File: config.mk
export PLATFORM = sky130hd
export DESIGN_NAME = irq_status_agg
export DESIGN_NICKNAME = d
export VERILOG_FILES = /design/src/rtl/irq_agg_pkg.sv /design/src/rtl/irq_direct_latch.sv /design/src/rtl/irq_enable_reg.sv /design/src/rtl/irq_out_gen.sv /design/src/rtl/irq_status_agg.sv
export SDC_FILE = /design/constraint.sdc
export NUM_CORES = 1
export LEC_CHECK = 0
export BUFFER_PORTS_ARGS = -buffer_cell sky130_fd_sc_hd__clkbuf_2
export CORE_UTILIZATION = 51
export CTS_CLUSTER_DIAMETER = 150
export DETAILED_ROUTE_END_ITERATION = 16
export PLACE_DENSITY = 0.9
export SLEW_MARGIN = 20
export SYNTH_ARGS = -nofsm -noshare
export SYNTH_HDL_FRONTEND = slang
export SYNTH_HIERARCHICAL = 1
export SYNTH_SLANG_ARGS = --single-unit
File: constraint.sdc
create_clock -name clk -period 1.72 [get_ports clk]
set_input_delay 0.086 -clock clk [delete_from_list [all_inputs] [get_ports clk]]
set_output_delay 0.086 -clock clk [all_outputs]
set_load 0.05 [all_outputs]
File: src/rtl/irq_agg_pkg.sv
package irq_agg_pkg;
    localparam int REG_W      = 16;
    localparam int GLOBAL_BIT = 15;
    localparam logic ADDR_STATUS = 1'b0;
    localparam logic ADDR_ENABLE = 1'b1;
endpackage

File: src/rtl/irq_direct_latch.sv
module irq_direct_latch #(
    parameter int N = 6
) (
    input  logic         clk,
    input  logic         rst_n,
    input  logic [N-1:0] src_i,
    input  logic [N-1:0] clr_i,
    output logic [N-1:0] pend_o
);
    typedef struct packed {
        logic [N-1:0] prev;
        logic [N-1:0] pend;
    } lat_t;

    lat_t st_d, st_q;

    always_comb begin
        st_d      = st_q;
        st_d.prev = src_i;
        // a new edge takes priority over a clear in the same cycle
        st_d.pend = (st_q.pend & ~clr_i) | (src_i & ~st_q.prev);
    end

    always_ff @(posedge clk) begin
        if (!rst_n) st_q <= '0;
        else        st_q <= st_d;
    end

    assign pend_o = st_q.pend;
endmodule

File: src/rtl/irq_enable_reg.sv
module irq_enable_reg
    import irq_agg_pkg::*;
#(
    parameter int STAT_W = 10
) (
    input  logic              clk,
    input  logic              rst_n,
    input  logic              wr_i,
    input  logic [REG_W-1:0]  wdata_i,
    output logic [STAT_W-1:0] en_o,
    output logic              glb_o
);
    typedef struct packed {
        logic              glb;
        logic [STAT_W-1:0] en;
    } en_t;

    en_t st_d, st_q;

    always_comb begin
        st_d = st_q;
        if (wr_i) begin
            st_d.en  = wdata_i[STAT_W-1:0];
            st_d.glb = wdata_i[GLOBAL_BIT];
        end
    end

    always_ff @(posedge clk) begin
        if (!rst_n) st_q <= '0;
        else        st_q <= st_d;
    end

    assign en_o  = st_q.en;
    assign glb_o = st_q.glb;
endmodule

File: src/rtl/irq_out_gen.sv
module irq_out_gen #(
    parameter int STAT_W = 10
) (
    input  logic              clk,
    input  logic              rst_n,
    input  logic [STAT_W-1:0] stat_i,
    input  logic [STAT_W-1:0] en_i,
    input  logic              glb_i,
    output logic              irq_o
);
    typedef struct packed {
        logic irq;
    } out_t;

    out_t st_d, st_q;

    always_comb begin
        st_d     = st_q;
        st_d.irq = glb_i && (|(stat_i & en_i));
    end

    always_ff @(posedge clk) begin
        if (!rst_n) st_q <= '0;
        else        st_q <= st_d;
    end

    assign irq_o = st_q.irq;
endmodule

File: src/rtl/irq_status_agg.sv
module irq_status_agg
    import irq_agg_pkg::*;
#(
    parameter int NUM_BANKS  = 4,
    parameter int NUM_DIRECT = 6
) (
    input  logic                  clk,
    input  logic                  rst_n,
    input  logic [NUM_BANKS-1:0]  bank_pend_i,
    input  logic [NUM_DIRECT-1:0] direct_src_i,
    input  logic                  wr_en_i,
    input  logic                  addr_i,
    input  logic [REG_W-1:0]      wdata_i,
    output logic [REG_W-1:0]      rdata_o,
    output logic                  irq_o
);
    localparam int STAT_W = NUM_BANKS + NUM_DIRECT;

    logic [NUM_DIRECT-1:0] dir_pend;
    logic [NUM_DIRECT-1:0] dir_clr;
    logic [STAT_W-1:0]     status_w;
    logic [STAT_W-1:0]     en_w;
    logic                  glb_w;
    logic                  wr_stat;
    logic                  wr_en_reg;
    logic                  unused_wbits;

    assign wr_stat   = wr_en_i && (addr_i == ADDR_STATUS);
    assign wr_en_reg = wr_en_i && (addr_i == ADDR_ENABLE);
    assign dir_clr   = wr_stat ? wdata_i[STAT_W-1:NUM_BANKS] : '0;
    assign unused_wbits = ^wdata_i;

    irq_direct_latch #(.N(NUM_DIRECT)) dir_i (
        .clk    (clk),
        .rst_n  (rst_n),
        .src_i  (direct_src_i),
        .clr_i  (dir_clr),
        .pend_o (dir_pend)
    );

    irq_enable_reg #(.STAT_W(STAT_W)) en_i (
        .clk     (clk),
        .rst_n   (rst_n),
        .wr_i    (wr_en_reg),
        .wdata_i (wdata_i),
        .en_o    (en_w),
        .glb_o   (glb_w)
    );

    assign status_w = {dir_pend, bank_pend_i};

    irq_out_gen #(.STAT_W(STAT_W)) out_i (
        .clk    (clk),
        .rst_n  (rst_n),
        .stat_i (status_w),
        .en_i   (en_w),
        .glb_i  (glb_w),
        .irq_o  (irq_o)
    );

    always_comb begin
        rdata_o = '0;
        if (addr_i == ADDR_STATUS) begin
            rdata_o[STAT_W-1:0] = status_w;
        end else begin
            rdata_o[STAT_W-1:0] = en_w;
            rdata_o[GLOBAL_BIT] = glb_w;
        end
    end
endmodule

# == Word-level counts from Yosys, hierarchy flattened ==
# Cells that the tools add are included.
# W data, S select, Z words.
# classes
add_sub_neg,0
multipliers,0
div,0
order_cmp,0
n_eq_ne,0
n_shift,0
muxes,3
n_bitwise,7
n_reduce_logical,4
# op_table
operator,n
$and A6 B6 Y6,2
$not A6 Y6,2
$and A10 B10 Y10,1
$mux W10,1
$reduce_or A10 Y1,1
$mux W6,1
$or A6 B6 Y6,1
$logic_and A1 B1 Y1,3
$mux W1,1
$not A1 Y1,1
# totals
reg_bits,24
latchBits,0
mem_bits_rw,0
rom_bits,0
input_bits,30
out_inout_bits,17
word_cells,19
mem_count,0

# == Logic depth before layout (Yosys ltp) ==
# logic_depth
word_depth,6
mapped_depth,6
ltp_nobuf,3

# == Hierarchy ==
# Netlist, hierarchy kept.
# by_module_without_submodules
module,n_inst,cells_per_inst,area_per_inst_um2,seq_area_each_um2
irq_direct_latch,1,43,465.4,240.2
irq_enable_reg,1,35,414.1,220.2
irq_status_agg,1,26,252.7,0.0
irq_out_gen,1,8,85.1,20.0

# == Least setup slack after synthesis ==
# OpenSTA, ideal clock, no wires.
# synth_timing
path_kind,flip-flop to flip-flop
startpoint,reg dir_i.st_q (netlist bit dir_i/pend_o[1])
endpoint,reg out_i.st_q (netlist: out_i/irq_o)
setup_time_ns,0.127
arrival_time_ns,0.877
required_time_ns,1.593
slack_ns,0.716
path_stages_with_launch,5
n_path_buf,1
path_cell_list,dfxtp_1 buf_4 a22o_1 a221oi_2 a31oi_1
# synth_via
elab_chain_cells,3
# synth_lines
element,line,text
from (decl),irq_direct_latch.sv:15,"lat_t st_d, st_q;"
from (signal assigned),irq_direct_latch.sv:26,else st_q <= st_d;
$and A10 B10 Y10,irq_out_gen.sv:19,st_d.irq = glb_i && (|(stat_i & en_i));
$reduce_or A10 Y1,irq_out_gen.sv:19,
$logic_and A1 B1 Y1,irq_out_gen.sv:19,
to (signal assigned),irq_out_gen.sv:24,else st_q <= st_d;
to (decl),irq_out_gen.sv:15,"out_t st_d, st_q;"
# No other way between the ends.
# A chain may end at the register's enable or synchronous reset.

# == Worst setup path in the final report ==
# layout_timing
startpoint,reg dir_i.st_q (netlist bit dir_i/pend_o[2])
endpoint,out rdata_o[6]
# layout_via
elab_chain_cells,1
# layout_lines
element,line,text
$mux W10,irq_status_agg.sv:63,if (addr_i == ADDR_STATUS) begin
to (decl),irq_status_agg.sv:14,"output logic [REG_W-1:0] rdata_o,"
# No other way between the ends.

==> reports/results.env <==
OUTCOME='finished, final reports clean'
TOTALNEGATIVESETUPSLACK_NS=0
REPORT.FINAL.SLEW_VIOL_COUNT=0
TIMING.CRITICAL_PATH.TO_TYPE='output port'
CLOCK_TREE_FROM_TRITONCTS='built'
FILLCELLCOUNT=184
GRT_UTIL_ALL_LAYERS_PCT=19.1
GRT_ANTENNA_BEFORE_REPAIR=0
NUM-NETS-FINAL=180
WORST_HOLD_PATH_TYPE='input port to flop'
FINAL-SEQ-AREA_UM2=480
FINALNONFILLERCELLS=177
PATH_CLK_SLEW_NS=0.13
FINAL_REPORT_HOLD_VIOLATION_COUNT=0
SYNTH-SEQ-CELLS=24
NUMCTSBUFFERS=3
ROUTED_WL_UM=2200
CLOCK_SKEW_NS=0.00869
VIAS=870
IRDROPWORSTVDD_mV=0.569
DIE_HEIGHT_UM=50.9
PERIOD_MINUS_SLACK_NS=1.25
CRITICAL_PATH_REQUIRED_NS=1.63
AREA_GROWTH_SYN_TO_LAYOUT_PCT=17.9
PLACE.DETAILED.INSTANCES=167
POWER.STATIC_LEAKAGE_nW=0.666
CLOCK_LATENCY_OF_THE_LATER_CLOCKED_REGISTER_IN_THE_WORST_SKEW_PAIR_NS=0.31
CLOCK-SINKS=24
PLACEABLECOREAREA_UM2=2230
GRT_START_MAX_NET_PINS=25
GLOBALROUTE.TOTALOVERFLOW=0
DIE_EXTENT_IN_X_UM=50.9
RSZ0062_AT_GRT='false'
FINAL_LAYOUT_SIZE_SUFFIX_GT1_SHARE_PCT=39.6
MAX-CLOCK-PATH-BUFFERS=2
DRV.MAX_CAP_VIOLATION_COUNT=0
DRC_ERRORS_LEFT=0
NUMPORTBUFFERS=36
DRT_PRE_ANTENNA_ITERS=2
YS_SEQ_AREA_SHARE_PCT=39.5
REGTOREGSETUPSLACK_NS=0.72
REPORT.FINAL.SETUP_VIOL=0
MAXCLOCKFREQUENCY_MHz=798
AREA_OCCUPIED_BY_MULTI_INPUT_GATES_UM2=621
CTS_ROOT_BUF='sky130_fd_sc_hd__clkbuf_4'
CP_DATA_ARRIVAL_TIME_NS=1.17
MAPPEDNETLISTAREA_UM2=1220
SYN-INSTANCE-COUNT=112
FIRST_DRT_ITERATION_DRCS=2
SYNTHESIS.AREA_PER_INSTANCE_UM2=10.9
DETAIL_ROUTED_VIA_COUNT_PER_CELL=4.92
START_UTIL_PCT=54.5
CTSRESIZECOUNT=0
GRT_PASS1_VIAS=880
SYNTH_WARNINGS=6
H-TREE-DEPTH=1
GRT_FIRST_PASS_WIRELENGTH_UM=3680
POWER_DENSITY_OF_THE_PLACED_CELLS_nW_PER_UM2=818
ANTENNA_CELLS=0
PIN_COUNT=47
DESIGN.DIE.AREA_UM2=2590
CLASSIFICATION_OF_THE_WORST_SETUP_PATH='flop to output port'
START_KIND='flop'
ROW_COUNT=17
FINALWEIGHTEDCONGESTION=0.745
ROUTED_WIRE_LENGTH_PER_INSTANCE_UM=12.4
POST-LAYOUT-TOTAL-POWER_mW=1.17
FINAL_ANTENNA_NET_COUNT=0
DP_HPWL_UM=1590
MIN_PERIOD_OVER_PERIOD_PCT=72.9
WORST-PATH-MAX-FANOUT=3
YOSYSUNIQUECELLTYPES=20
state kept, by name, summed over array words and instances, names as in the netlist:
register	flops
en_i/en_o	10
dir_i/pend_o	6
dir_i/st_q	6
en_i/glb_o	1
out_i/irq_o	1
cells in the mapped netlist, drive strengths merged:
cell / number / area (um^2)
a22o: 2 / 17.5
and3b: 6 / 52.6
a221oi: 2 / 30.0
a22oi: 1 / 7.51
clkbuf: 1 / 3.75
a31oi: 1 / 6.26
dfxtp: 24 / 480
nand2: 1 / 3.75
buf: 15 / 128
conb: 1 / 3.75
mux2: 10 / 120
a21boi: 6 / 60.1
and2: 8 / 50.1
nor2b: 11 / 68.8
mux2i: 11 / 110
nand2b: 12 / 75.1
repair_timing:
item,4_1_cts,5_1_grt
hold buffers,6,0
endpoints found under the hold margin,8,0
setup buffers,0,0
logic make-up after synthesis:
group                  count (synthesis)  synth area share [%]
AO/OA/AOI/OAI                         12                  9.97
buffers and inverters                 16                  10.8
flip-flops                            24                  39.5
multiplexers                          21                  18.9
other                                  1                 0.308
AND/OR/NAND/NOR                       38                  20.6
where the power goes:
part | switching (mW) | internal [mW] | total, mW | leakage [nW]
Combinational | 0.163 | 0.110 | 0.272 | 0.447
Clock | 0.165 | 0.129 | 0.294 | 0.0210
Sequential | 0.0192 | 0.587 | 0.607 | 0.198
worst max-delay path: stages (launching register included):
cell and delay (ns):
sky130_fd_sc_hd__dfxtp_1 0.35, sky130_fd_sc_hd__mux2_4 0.27, sky130_fd_sc_hd__clkbuf_2 0.24
layout by cell type, fill, tap and decap left out, types with 5 or more instances in the layout:
master,Yosys,final
sky130_fd_sc_hd__and2_1,8,8
sky130_fd_sc_hd__and3b_1,6,6
sky130_fd_sc_hd__clkbuf_2,0,36
sky130_fd_sc_hd__conb_1,1,5
sky130_fd_sc_hd__dfxtp_1,24,24
sky130_fd_sc_hd__dlygate4sd3_1,0,6
sky130_fd_sc_hd__mux2_2,8,8
sky130_fd_sc_hd__mux2i_1,11,11
sky130_fd_sc_hd__nand2b_1,12,12
sky130_fd_sc_hd__nor2b_1,11,11
final cells by class:
| cell class | instances | share of cell area, % |
|---|---|---|
| multi-input combinational | 76 | 43.2 |
| tap | 28 | 2.44 |
| timing repair buffer | 45 | 18.3 |
| clock buffer | 4 | 2.53 |
| sequential | 24 | 33.5 |
per-layer routing:
layer | GRT usage [%] | part of all wire [%] | vias to the layer above
met5 | 0 | 0 | -
met4 | 9.72 | 1.4 | 0
met3 | 3.87 | 4.4 | 4
met2 | 33.3 | 47 | 31
met1 | 22.1 | 47 | 397
li1 | - | - | 438
worst paths after layout:
kind                   startpoint            to  cells past startpoint
setup reg to reg  dir_i/pend_o[1]   out_i/irq_o                      3
setup / recovery  dir_i/pend_o[2]    rdata_o[6]                      2
hold reg to reg        en_i/glb_o   out_i/irq_o                      2
hold / removal         wdata_i[1]  en_i/en_o[1]                      3
through the flow:
| step | utilization [%] | cell area, um^2 | worst slack [ns] | hold slack, ns |
|---|---|---|---|---|
| after floorplan | - | 1230 | 0.716 | 0.208 |
| after global placement | 59.9 | 1340 | 0.573 | 0.307 |
| after detailed placement | 59.9 | 1340 | 0.475 | 0.310 |
| after CTS | 64.3 | 1440 | 0.454 | 0.0273 |
| after global routing | 64.3 | 1440 | 0.412 | 0.0183 |
| final | 64.3 | 1440 | 0.467 | 0.0296 |
(Power assumes the default switching activity.)
